<file path="src/rtl/spi_mem_pkg.sv">
package spi_mem_pkg;

    localparam logic [7:0] OP_WEN   = 8'h06;
    localparam logic [7:0] OP_SETF  = 8'h00;
    localparam logic [7:0] OP_CLR   = 8'h04;
    localparam logic [7:0] OP_RDST  = 8'h05;
    localparam logic [7:0] OP_WRST  = 8'h01;
    localparam logic [7:0] OP_READ  = 8'h03;
    localparam logic [7:0] OP_WRITE = 8'h02;

    typedef enum logic [2:0] {
        ST_IDLE,
        ST_OPC,
        ST_ADDR,
        ST_RDAT,
        ST_WDAT,
        ST_SOUT,
        ST_SIN,
        ST_SKIP
    } eng_state_e;

endpackage

</file>
<file path="src/rtl/spi_mem_sync.sv">
module spi_mem_sync #(
    parameter int STAGES = 2
) (
    input  logic clk,
    input  logic rst_n,
    input  logic sck_i,
    input  logic cs_n_i,
    input  logic si_i,
    output logic sck_rise,
    output logic sck_fall,
    output logic cs_rise,
    output logic cs_fall,
    output logic cs_lvl,
    output logic si_lvl
);

    logic [STAGES:0]   sck_p;
    logic [STAGES:0]   cs_p;
    logic [STAGES-1:0] si_p;

    // chip select resets low so that only a real high-to-low edge arms the engine
    always_ff @(posedge clk or negedge rst_n) begin
        if (!rst_n) begin
            sck_p <= '0;
            cs_p  <= '0;
            si_p  <= '0;
        end else begin
            sck_p <= {sck_p[STAGES-1:0], sck_i};
            cs_p  <= {cs_p[STAGES-1:0], cs_n_i};
            si_p  <= {si_p[STAGES-2:0], si_i};
        end
    end

    assign sck_rise = sck_p[STAGES-1] & ~sck_p[STAGES];
    assign sck_fall = ~sck_p[STAGES-1] & sck_p[STAGES];
    assign cs_rise  = cs_p[STAGES-1] & ~cs_p[STAGES];
    assign cs_fall  = ~cs_p[STAGES-1] & cs_p[STAGES];
    assign cs_lvl   = cs_p[STAGES-1];
    assign si_lvl   = si_p[STAGES-1];

endmodule

</file>
<file path="src/rtl/spi_mem_pagebuf.sv">
module spi_mem_pagebuf #(
    parameter  int PAGE = 32,
    localparam int IW   = $clog2(PAGE)
) (
    input  logic                 clk,
    input  logic                 rst_n,
    input  logic                 clear,
    input  logic                 wr_en,
    input  logic [IW-1:0]        wr_idx,
    input  logic [7:0]           wr_data,
    output logic [PAGE-1:0][7:0] data_o,
    output logic [PAGE-1:0]      vld_o
);

    for (genvar g = 0; g < PAGE; g++) begin : g_slot
        always_ff @(posedge clk or negedge rst_n) begin
            if (!rst_n) begin
                data_o[g] <= '0;
                vld_o[g]  <= 1'b0;
            end else if (clear) begin
                vld_o[g]  <= 1'b0;
            end else if (wr_en && (wr_idx == IW'(g))) begin
                data_o[g] <= wr_data;
                vld_o[g]  <= 1'b1;
            end
        end
    end

endmodule

</file>
<file path="src/rtl/spi_mem_store.sv">
module spi_mem_store #(
    parameter  int ADDR_W = 8,
    parameter  int PAGE   = 32,
    localparam int PG_W   = $clog2(PAGE),
    localparam int DEPTH  = 1 << ADDR_W
) (
    input  logic                     clk,
    input  logic                     rst_n,
    input  logic [ADDR_W-1:0]        rd_addr,
    output logic [7:0]               rd_data,
    input  logic                     commit,
    input  logic [ADDR_W-PG_W-1:0]   page,
    input  logic [PAGE-1:0][7:0]     bytes_i,
    input  logic [PAGE-1:0]          vld_i,
    input  logic [1:0]               lock
);

    logic [7:0] mem [DEPTH];

    function automatic logic fenced(input logic [ADDR_W-1:0] a, input logic [1:0] lv);
        logic r;
        unique case (lv)
            2'd0:    r = 1'b0;
            2'd1:    r = a[ADDR_W-1] & a[ADDR_W-2];
            2'd2:    r = a[ADDR_W-1];
            default: r = 1'b1;
        endcase
        return r;
    endfunction

    always_ff @(posedge clk or negedge rst_n) begin
        if (!rst_n) begin
            for (int i = 0; i < DEPTH; i++) mem[i] <= 8'hFF;
        end else if (commit) begin
            for (int j = 0; j < PAGE; j++) begin
                if (vld_i[j] && !fenced({page, PG_W'(j)}, lock))
                    mem[{page, PG_W'(j)}] <= bytes_i[j];
            end
        end
    end

    assign rd_data = mem[rd_addr];

endmodule

</file>
<file path="src/rtl/spi_mem_engine.sv">
module spi_mem_engine
    import spi_mem_pkg::*;
#(
    parameter int ADDR_W      = 8,
    parameter int PAGE_BYTES  = 32,
    parameter int BUSY_CYCLES = 2000,
    parameter int SYNC_STAGES = 2
) (
    input  logic clk,
    input  logic rst_n,
    input  logic sck,
    input  logic cs_n,
    input  logic si,
    input  logic wp_n,
    output logic so,
    output logic so_oe
);

    localparam int PG_W = $clog2(PAGE_BYTES);
    localparam int CW   = $clog2(BUSY_CYCLES + 1);

    eng_state_e state, nxt;

    logic sck_rise, sck_fall, cs_rise, cs_fall, cs_lvl, si_lvl;
    logic [6:0] sh;
    logic [7:0] out_sh, addr_hi, nbyte, status_byte, rd_data;
    logic [5:0] st_new;
    logic [2:0] bitcnt, ocnt;
    logic       abyte, cmd_rd, pend, extra, got, last_bit, opc_ok;
    logic [ADDR_W-1:0]      rd_ptr, rd_sel, a_full;
    logic [ADDR_W-PG_W-1:0] wr_page;
    logic [PG_W-1:0]        wr_off;
    logic       wpen, flag, wel, wip;
    logic [1:0] tsel, lock;
    logic [CW-1:0] busy_cnt;
    logic       arr_commit, buf_clr, buf_we;
    logic [PAGE_BYTES-1:0][7:0] buf_data;
    logic [PAGE_BYTES-1:0]      buf_vld;

    spi_mem_sync #(.STAGES(SYNC_STAGES)) u_sync (
        .clk(clk), .rst_n(rst_n), .sck_i(sck), .cs_n_i(cs_n), .si_i(si),
        .sck_rise(sck_rise), .sck_fall(sck_fall), .cs_rise(cs_rise),
        .cs_fall(cs_fall), .cs_lvl(cs_lvl), .si_lvl(si_lvl)
    );

    spi_mem_pagebuf #(.PAGE(PAGE_BYTES)) u_buf (
        .clk(clk), .rst_n(rst_n), .clear(buf_clr), .wr_en(buf_we),
        .wr_idx(wr_off), .wr_data(nbyte), .data_o(buf_data), .vld_o(buf_vld)
    );

    spi_mem_store #(.ADDR_W(ADDR_W), .PAGE(PAGE_BYTES)) u_store (
        .clk(clk), .rst_n(rst_n), .rd_addr(rd_sel), .rd_data(rd_data),
        .commit(arr_commit), .page(wr_page), .bytes_i(buf_data),
        .vld_i(buf_vld), .lock(lock)
    );

    assign nbyte       = {sh, si_lvl};
    assign last_bit    = sck_rise && (bitcnt == 3'd7);
    assign opc_ok      = !wip || (nbyte == OP_RDST);
    assign a_full      = ADDR_W'({addr_hi, nbyte});
    assign status_byte = {wpen, tsel, flag, lock, wel, wip};
    assign rd_sel      = (state == ST_ADDR) ? a_full : rd_ptr;
    assign buf_we      = last_bit && (state == ST_WDAT);
    assign buf_clr     = last_bit && (state == ST_ADDR) && abyte && !cmd_rd;

    // state register
    always_ff @(posedge clk or negedge rst_n) begin
        if (!rst_n) state <= ST_IDLE;
        else        state <= nxt;
    end

    // next-state decode
    always_comb begin
        nxt = state;
        if (cs_rise) begin
            nxt = ST_IDLE;
        end else if (cs_fall) begin
            nxt = ST_OPC;
        end else if (last_bit) begin
            unique case (state)
                ST_OPC: begin
                    if (!opc_ok) begin
                        nxt = ST_SKIP;
                    end else begin
                        unique case (nbyte)
                            OP_READ, OP_WRITE: nxt = ST_ADDR;
                            OP_RDST:           nxt = ST_SOUT;
                            OP_WRST:           nxt = ST_SIN;
                            default:           nxt = ST_SKIP;
                        endcase
                    end
                end
                ST_ADDR: if (abyte) nxt = cmd_rd ? ST_RDAT : ST_WDAT;
                default: nxt = state;
            endcase
        end
    end

    // datapath, status register and output drive
    always_ff @(posedge clk or negedge rst_n) begin
        if (!rst_n) begin
            so <= 1'b0; so_oe <= 1'b0;
            sh <= '0; out_sh <= '0; addr_hi <= '0; st_new <= '0;
            bitcnt <= '0; ocnt <= '0;
            abyte <= 1'b0; cmd_rd <= 1'b0; pend <= 1'b0; extra <= 1'b0; got <= 1'b0;
            rd_ptr <= '0; wr_page <= '0; wr_off <= '0;
            wpen <= 1'b0; flag <= 1'b0; wel <= 1'b0; wip <= 1'b0;
            tsel <= '0; lock <= '0; busy_cnt <= '0; arr_commit <= 1'b0;
        end else begin
            arr_commit <= 1'b0;
            if (wip) begin
                busy_cnt <= busy_cnt - CW'(1);
                if (busy_cnt == CW'(1)) begin
                    wip <= 1'b0;
                    wel <= 1'b0;
                end
            end
            if (cs_fall) begin
                so_oe <= 1'b1; so <= 1'b0;
                bitcnt <= '0; abyte <= 1'b0; pend <= 1'b0; extra <= 1'b0; got <= 1'b0;
            end else if (cs_rise) begin
                so_oe <= 1'b0;
                if (state == ST_SKIP && pend && !extra)
                    wel <= 1'b1;
                if (state == ST_WDAT && bitcnt == 3'd0 && got && wel) begin
                    arr_commit <= 1'b1;
                    wip        <= 1'b1;
                    busy_cnt   <= CW'(BUSY_CYCLES);
                end
                if (state == ST_SIN && bitcnt == 3'd0 && got && wel && !(wpen && !wp_n)) begin
                    {wpen, tsel, flag, lock} <= st_new;
                    wip      <= 1'b1;
                    busy_cnt <= CW'(BUSY_CYCLES);
                end
            end else begin
                if (sck_rise) begin
                    if (state inside {ST_OPC, ST_ADDR, ST_WDAT, ST_SIN}) begin
                        sh     <= nbyte[6:0];
                        bitcnt <= bitcnt + 3'd1;
                    end
                    if (state == ST_SKIP) extra <= 1'b1;
                end
                if (last_bit) begin
                    unique case (state)
                        ST_OPC: begin
                            cmd_rd <= (nbyte == OP_READ);
                            if (opc_ok) begin
                                unique case (nbyte)
                                    OP_WEN:  pend <= 1'b1;
                                    OP_CLR:  begin wel <= 1'b0; flag <= 1'b0; end
                                    OP_SETF: flag <= 1'b1;
                                    OP_RDST: begin out_sh <= status_byte; ocnt <= '0; end
                                    default: ;
                                endcase
                            end
                        end
                        ST_ADDR: begin
                            if (!abyte) begin
                                addr_hi <= nbyte;
                                abyte   <= 1'b1;
                            end else if (cmd_rd) begin
                                out_sh <= rd_data;
                                ocnt   <= '0;
                                rd_ptr <= a_full + ADDR_W'(1);
                            end else begin
                                wr_page <= a_full[ADDR_W-1:PG_W];
                                wr_off  <= a_full[PG_W-1:0];
                            end
                        end
                        ST_WDAT: begin
                            wr_off <= wr_off + PG_W'(1);
                            got    <= 1'b1;
                        end
                        ST_SIN: begin
                            st_new <= nbyte[7:2];
                            got    <= 1'b1;
                        end
                        default: ;
                    endcase
                end
                if (sck_fall && (state == ST_RDAT || state == ST_SOUT)) begin
                    so   <= out_sh[7];
                    ocnt <= ocnt + 3'd1;
                    if (ocnt == 3'd7) begin
                        if (state == ST_RDAT) begin
                            out_sh <= rd_data;
                            rd_ptr <= rd_ptr + ADDR_W'(1);
                        end else begin
                            out_sh <= status_byte;
                        end
                    end else begin
                        out_sh <= {out_sh[6:0], 1'b0};
                    end
                end
            end
        end
    end

endmodule

</file>
<file path="config.mk">
export PLATFORM = sky130hd
export DESIGN_NAME = spi_mem_engine
export DESIGN_NICKNAME = d
export VERILOG_FILES = /design/src/rtl/spi_mem_pkg.sv /design/src/rtl/spi_mem_sync.sv /design/src/rtl/spi_mem_pagebuf.sv /design/src/rtl/spi_mem_store.sv /design/src/rtl/spi_mem_engine.sv
export SDC_FILE = /design/constraint.sdc
export NUM_CORES = 2
export LEC_CHECK = 0
export BUFFER_PORTS_ARGS = -buffer_cell sky130_fd_sc_hd__buf_4
export CAP_MARGIN = 20
export CORE_MARGIN = 5
export CORE_UTILIZATION = 60
export DETAILED_ROUTE_END_ITERATION = 8
export HOLD_SLACK_MARGIN = 0.05
export PLACE_DENSITY = 0.8
export RECOVER_POWER = 25
export SETUP_SLACK_MARGIN = 0.02
export SLEW_MARGIN = 0
export SYNTH_ARGS = -nofsm -noshare
export SYNTH_HDL_FRONTEND = slang
export SYNTH_HIERARCHICAL = 1
export SYNTH_SLANG_ARGS = --single-unit
</file>
<file path="constraint.sdc">
create_clock -name clk -period 5.17 [get_ports clk]
set_input_delay 0.7755 -clock clk [delete_from_list [all_inputs] [get_ports clk]]
set_output_delay 0.7755 -clock clk [all_outputs]
set_load 0.02 [all_outputs]
</file>
==> metrics.sh <==
GRT_ANTENNA_BEFORE_REPAIR=25
POST_SYNTH_INSTANCE_AREA_UM2=112500
STATUS='finished, violations left'
SETUP_WS_POST_LAYOUT_NS=0.07347
VIA_PER_INST=7.084
DPL.HPWL_UM=257800
PLACEABLE_CORE_REGION_UM2=187200
POST-ROUTE-MIN-PERIOD_NS=5.097
POST-ROUTE-PERIOD-UTIL_PCT=98.58
PLACEMENT.IO_BUFFERS=7
FINAL.SETUP.TNS_NS=0
DETAILEDPLACE.WORSTSLACK_NS=-0.02129
RSZ0062_AT_GRT='false'
WL_PER_CELL_UM=38.43
FLOORPLAN.DIE.HEIGHT_UM=442.9
SYNTH_TOP_CELLS_BY_AREA='sky130_fd_sc_hd__dfstp_2 (48%), sky130_fd_sc_hd__mux2_2 (21%), sky130_fd_sc_hd__mux4_2 (8.5%)'
MOST_FREQUENTLY_USED_CELL_TYPE_IN_THE_POST_SYNTHESIS_NETLIST='sky130_fd_sc_hd__mux2_2'
WORST_HOLD_PATH_TYPE='reg2reg'
WORSTPATHCELLLIST='or3b_2 -> o21ai_4 -> buf_12 -> buf_4 -> mux4_2 -> mux4_2 -> nand2_1 -> o31ai_1 -> nor3_1 -> nor4_1 -> nand2_1 -> and3_1 -> o22ai_1 -> mux2_4'
PATH_CLASS='reg2reg'
SLOWEST_STAGE_DELAY_CP_NS=0.62
NETLIST_TOP_CELLS_COUNT='sky130_fd_sc_hd__mux2_2 (2116), sky130_fd_sc_hd__dfstp_2 (2048), sky130_fd_sc_hd__mux4_2 (423)'
YS_SEQ_AREA_SHARE_PCT=56.06
CP_CAPTURE_TYPE='register'
WORST_SKEW_PAIR.LATE_LATENCY_NS=0.91
CP_SLOWEST_CELL='sky130_fd_sc_hd__or3b_2'
FLOORPLAN.DIE.WIDTH_UM=442.9
NUMBER_OF_ENABLE_FLIP_FLOP_CELLS_AFTER_SYNTHESIS=0
CTS_TREE='yes'
ROUTED-WL-MET3_UM=44450
DRT_ITER0_MARKERS=8013
DRT-PASS1-ITER-COUNT=9
GRT_OVERFLOW=0
ROWS=159
DRIVE_ABOVE_1_SHARE_PCT=73.21
WORSTMARGINPINSLEW_NS=4.334
TIMING.SLEW.HEADROOM_PCT=-188.9
VIOLATIONS_IN_THE_FINAL_REPORTS='max-capacitance violations, max-slew violations'
WORST-ENDPOINT-ARRIVAL_NS=5.90
SLEW_VIOL_FINAL=116
PLACE_INST=9427
YOSYSUNIQUECELLTYPES=95
GRT_START_MAX_NET_PINS=167
CTS.SINKS=2417
DESIGN_POWER_TOTAL_mW=38.27
INITIAL_UTILIZATION_PCT=60.07
DETAIL-ROUTE-ANTENNA-NETS=0
CTS_ROOT_BUF='sky130_fd_sc_hd__clkbuf_16'
HIGHEST_LAYER='met5'
POST-SYNTH-TOP-AREA-FRACTION_PCT=47.85
GRT_PASS1_VIAS=71735
FINAL_NETS=7208
NETLIST.TOP_CELL.BY_AREA='sky130_fd_sc_hd__dfstp_2'
ROUTED_WL_UM=380800
HOLD_VIOL=0
SYNTHCELLS=7044
GRT_PASS1_WL_UM=541100
SYNTHESIS.AREA_PER_INSTANCE_UM2=15.96
DRV_CAP=1
CLK_PIN_SLEW_WORST_PATHS_NS=0.07
TIMING.CRITICAL_PATH.REQUIRED_NS=5.97
FILLERS=12559
GPL.FINAL_WEIGHTED_CONGESTION=1.037
FIN_AREA_UM2=124500
TOTAL_POWER_PER_UNIT_CELL_AREA_nW_PER_UM2=307.4
IRDROPWORSTVDD_mV=0.3445
HTREE_NUM_LEVELS=4
DRC_ERRORS=0
VIA_COUNT_OF_THE_ROUTED_DESIGN=70192
FMAX_MHz=196.2
FIN_SKEW_NS=0.05253
YS.WARNINGS.COUNT=6
YOSYS_MOST_USED_DFF='sky130_fd_sc_hd__dfstp_2'
PIN_COUNT=8
MET2_WIRELENGTH_UM=166400
AREA.GROWTH.SYNTH_TO_FINAL_PCT=10.68
AREA_AFTER_DPL_UM2=116000
FP.DIEAREA_UM2=196200
MAPPEDNETLISTNETS=7063
STDCELL_COUNT=9909
ASYNCSETRESETFLOPFRACSYNTH_PCT=100.0
GLOBAL_ROUTE.USAGE.TOTAL_PCT=38.47
TRITONCTS.NUM_BUFFERS=239
CTS_BUFFER_DEPTH=3
POWER_LEAKAGE_nW=51.78
CP-START-KIND='register'
WORST_PATH_MAX_FANOUT=51
YS_SEQ_ELEMENTS=2417
SETUP_VIOL=0
DRT-MET1-WL_UM=140700
-- placed cells by master, fill, tap and decap left out, drive strengths merged, types with 48 or more instances in the layout --
cell,count
clkbuf,385
o21ai,86
inv,62
buf,212
mux2,2345
a21oi,82
clkinv,58
nand3,188
dfstp,2048
mux4,430
mux2i,199
a22oi,95
nand2,152
nor2,181
dfrtp,369
o22ai,48
-- state kept, by name (all words and copies together) (netlist names), 5 cells and up --
name,count
rd_ptr,8
sh,7
wr_off,5
out_sh,8
u_store/mem,2048
busy_cnt,11
st_new,6
u_buf/data_o,256
u_buf/vld_o,32
-- repair_timing --
item | 4_1_cts | 5_1_grt
setup buffers | 0 | 7
resized for setup | 1 | 8
hold buffers | 4 | 0
setup endpoints to repair | 1 | 5
endpoints found under the hold margin | 37 | 0
-- layer usage --
metal,GRT usage [%],vias up
met5,0,-
li1,-,27003
met4,23.68,14
met1,50.23,37814
met3,13.02,1108
met2,55.75,4253
-- through the flow --
stage | hold slack (ns) | util [%]
2_1_floorplan | 0.3312 | -
3_3_place_gp | 0.3350 | 61.96
3_5_place_dp | 0.3393 | 61.96
4_1_cts | 0.3623 | 66.42
5_1_grt | 0.3858 | 66.47
6_report | 0.3551 | 66.49
-- power breakdown --
group / internal (mW) / switching [mW]
clock network: 10.3 / 7.84
registers: 19.0 / 0.0333
logic: 0.141 / 0.924
-- area by class of cell --
| class | count | area (um^2) | share of cell area [%] |
|---|---|---|---|
| repair buffers | 237 | 2394 | 1.923 |
| clock inverters | 89 | 1066 | 0.8565 |
| inverters | 51 | 191.4 | 0.1538 |
| clock buffers | 364 | 7236 | 5.813 |
| well taps | 2495 | 3122 | 2.508 |
| multi-input cells | 4243 | 47370 | 38.06 |
| diodes | 13 | 32.53 | 0.02614 |
| flip-flops and latches | 2417 | 63060 | 50.66 |
-- worst paths after layout --
kind | endpoint | slack, ns | cells after the start | start
max | out_sh[3] | 0.07 | 14 | state[2]
min reg2reg | u_sync/si_p[1] | 0.36 | 0 | u_sync/si_p[0]
min | u_sync/si_p[1] | 0.36 | 0 | u_sync/si_p[0]
max reg2reg | out_sh[3] | 0.07 | 14 | state[2]
max in group asynchronous | u_buf/data_o[95] | 0.55 | 3 | rst_n
min in group asynchronous | u_buf/data_o[42] | 1.94 | 2 | rst_n
-- worst max-delay path: cells and delay by family, from the launching register on --
| family | cells | cell delay (ns) |
|---|---|---|
| and+or+nand+nor | 6 | 1.52 |
| muxes | 3 | 1.29 |
| buffers and inverters | 2 | 0.86 |
| AOI/OAI and AO/OA | 3 | 0.84 |
| DFF | 1 | 0.37 |
-- logic make-up (layout without fill, tap and decap cells) --
logic type | count (synthesis) | count (layout) | share of synthesized area, %
compound gates | 516 | 516 | 3.208
xor+xnor | 17 | 17 | 0.1324
fa+ha+maj | 13 | 13 | 0.1446
buf+inv | 384 | 741 | 1.987
flops | 2417 | 2417 | 56.06
mux | 2974 | 2974 | 33.91
other cells | 0 | 13 | 0
simple gates | 723 | 723 | 4.552
(Power assumes the default switching activity.)
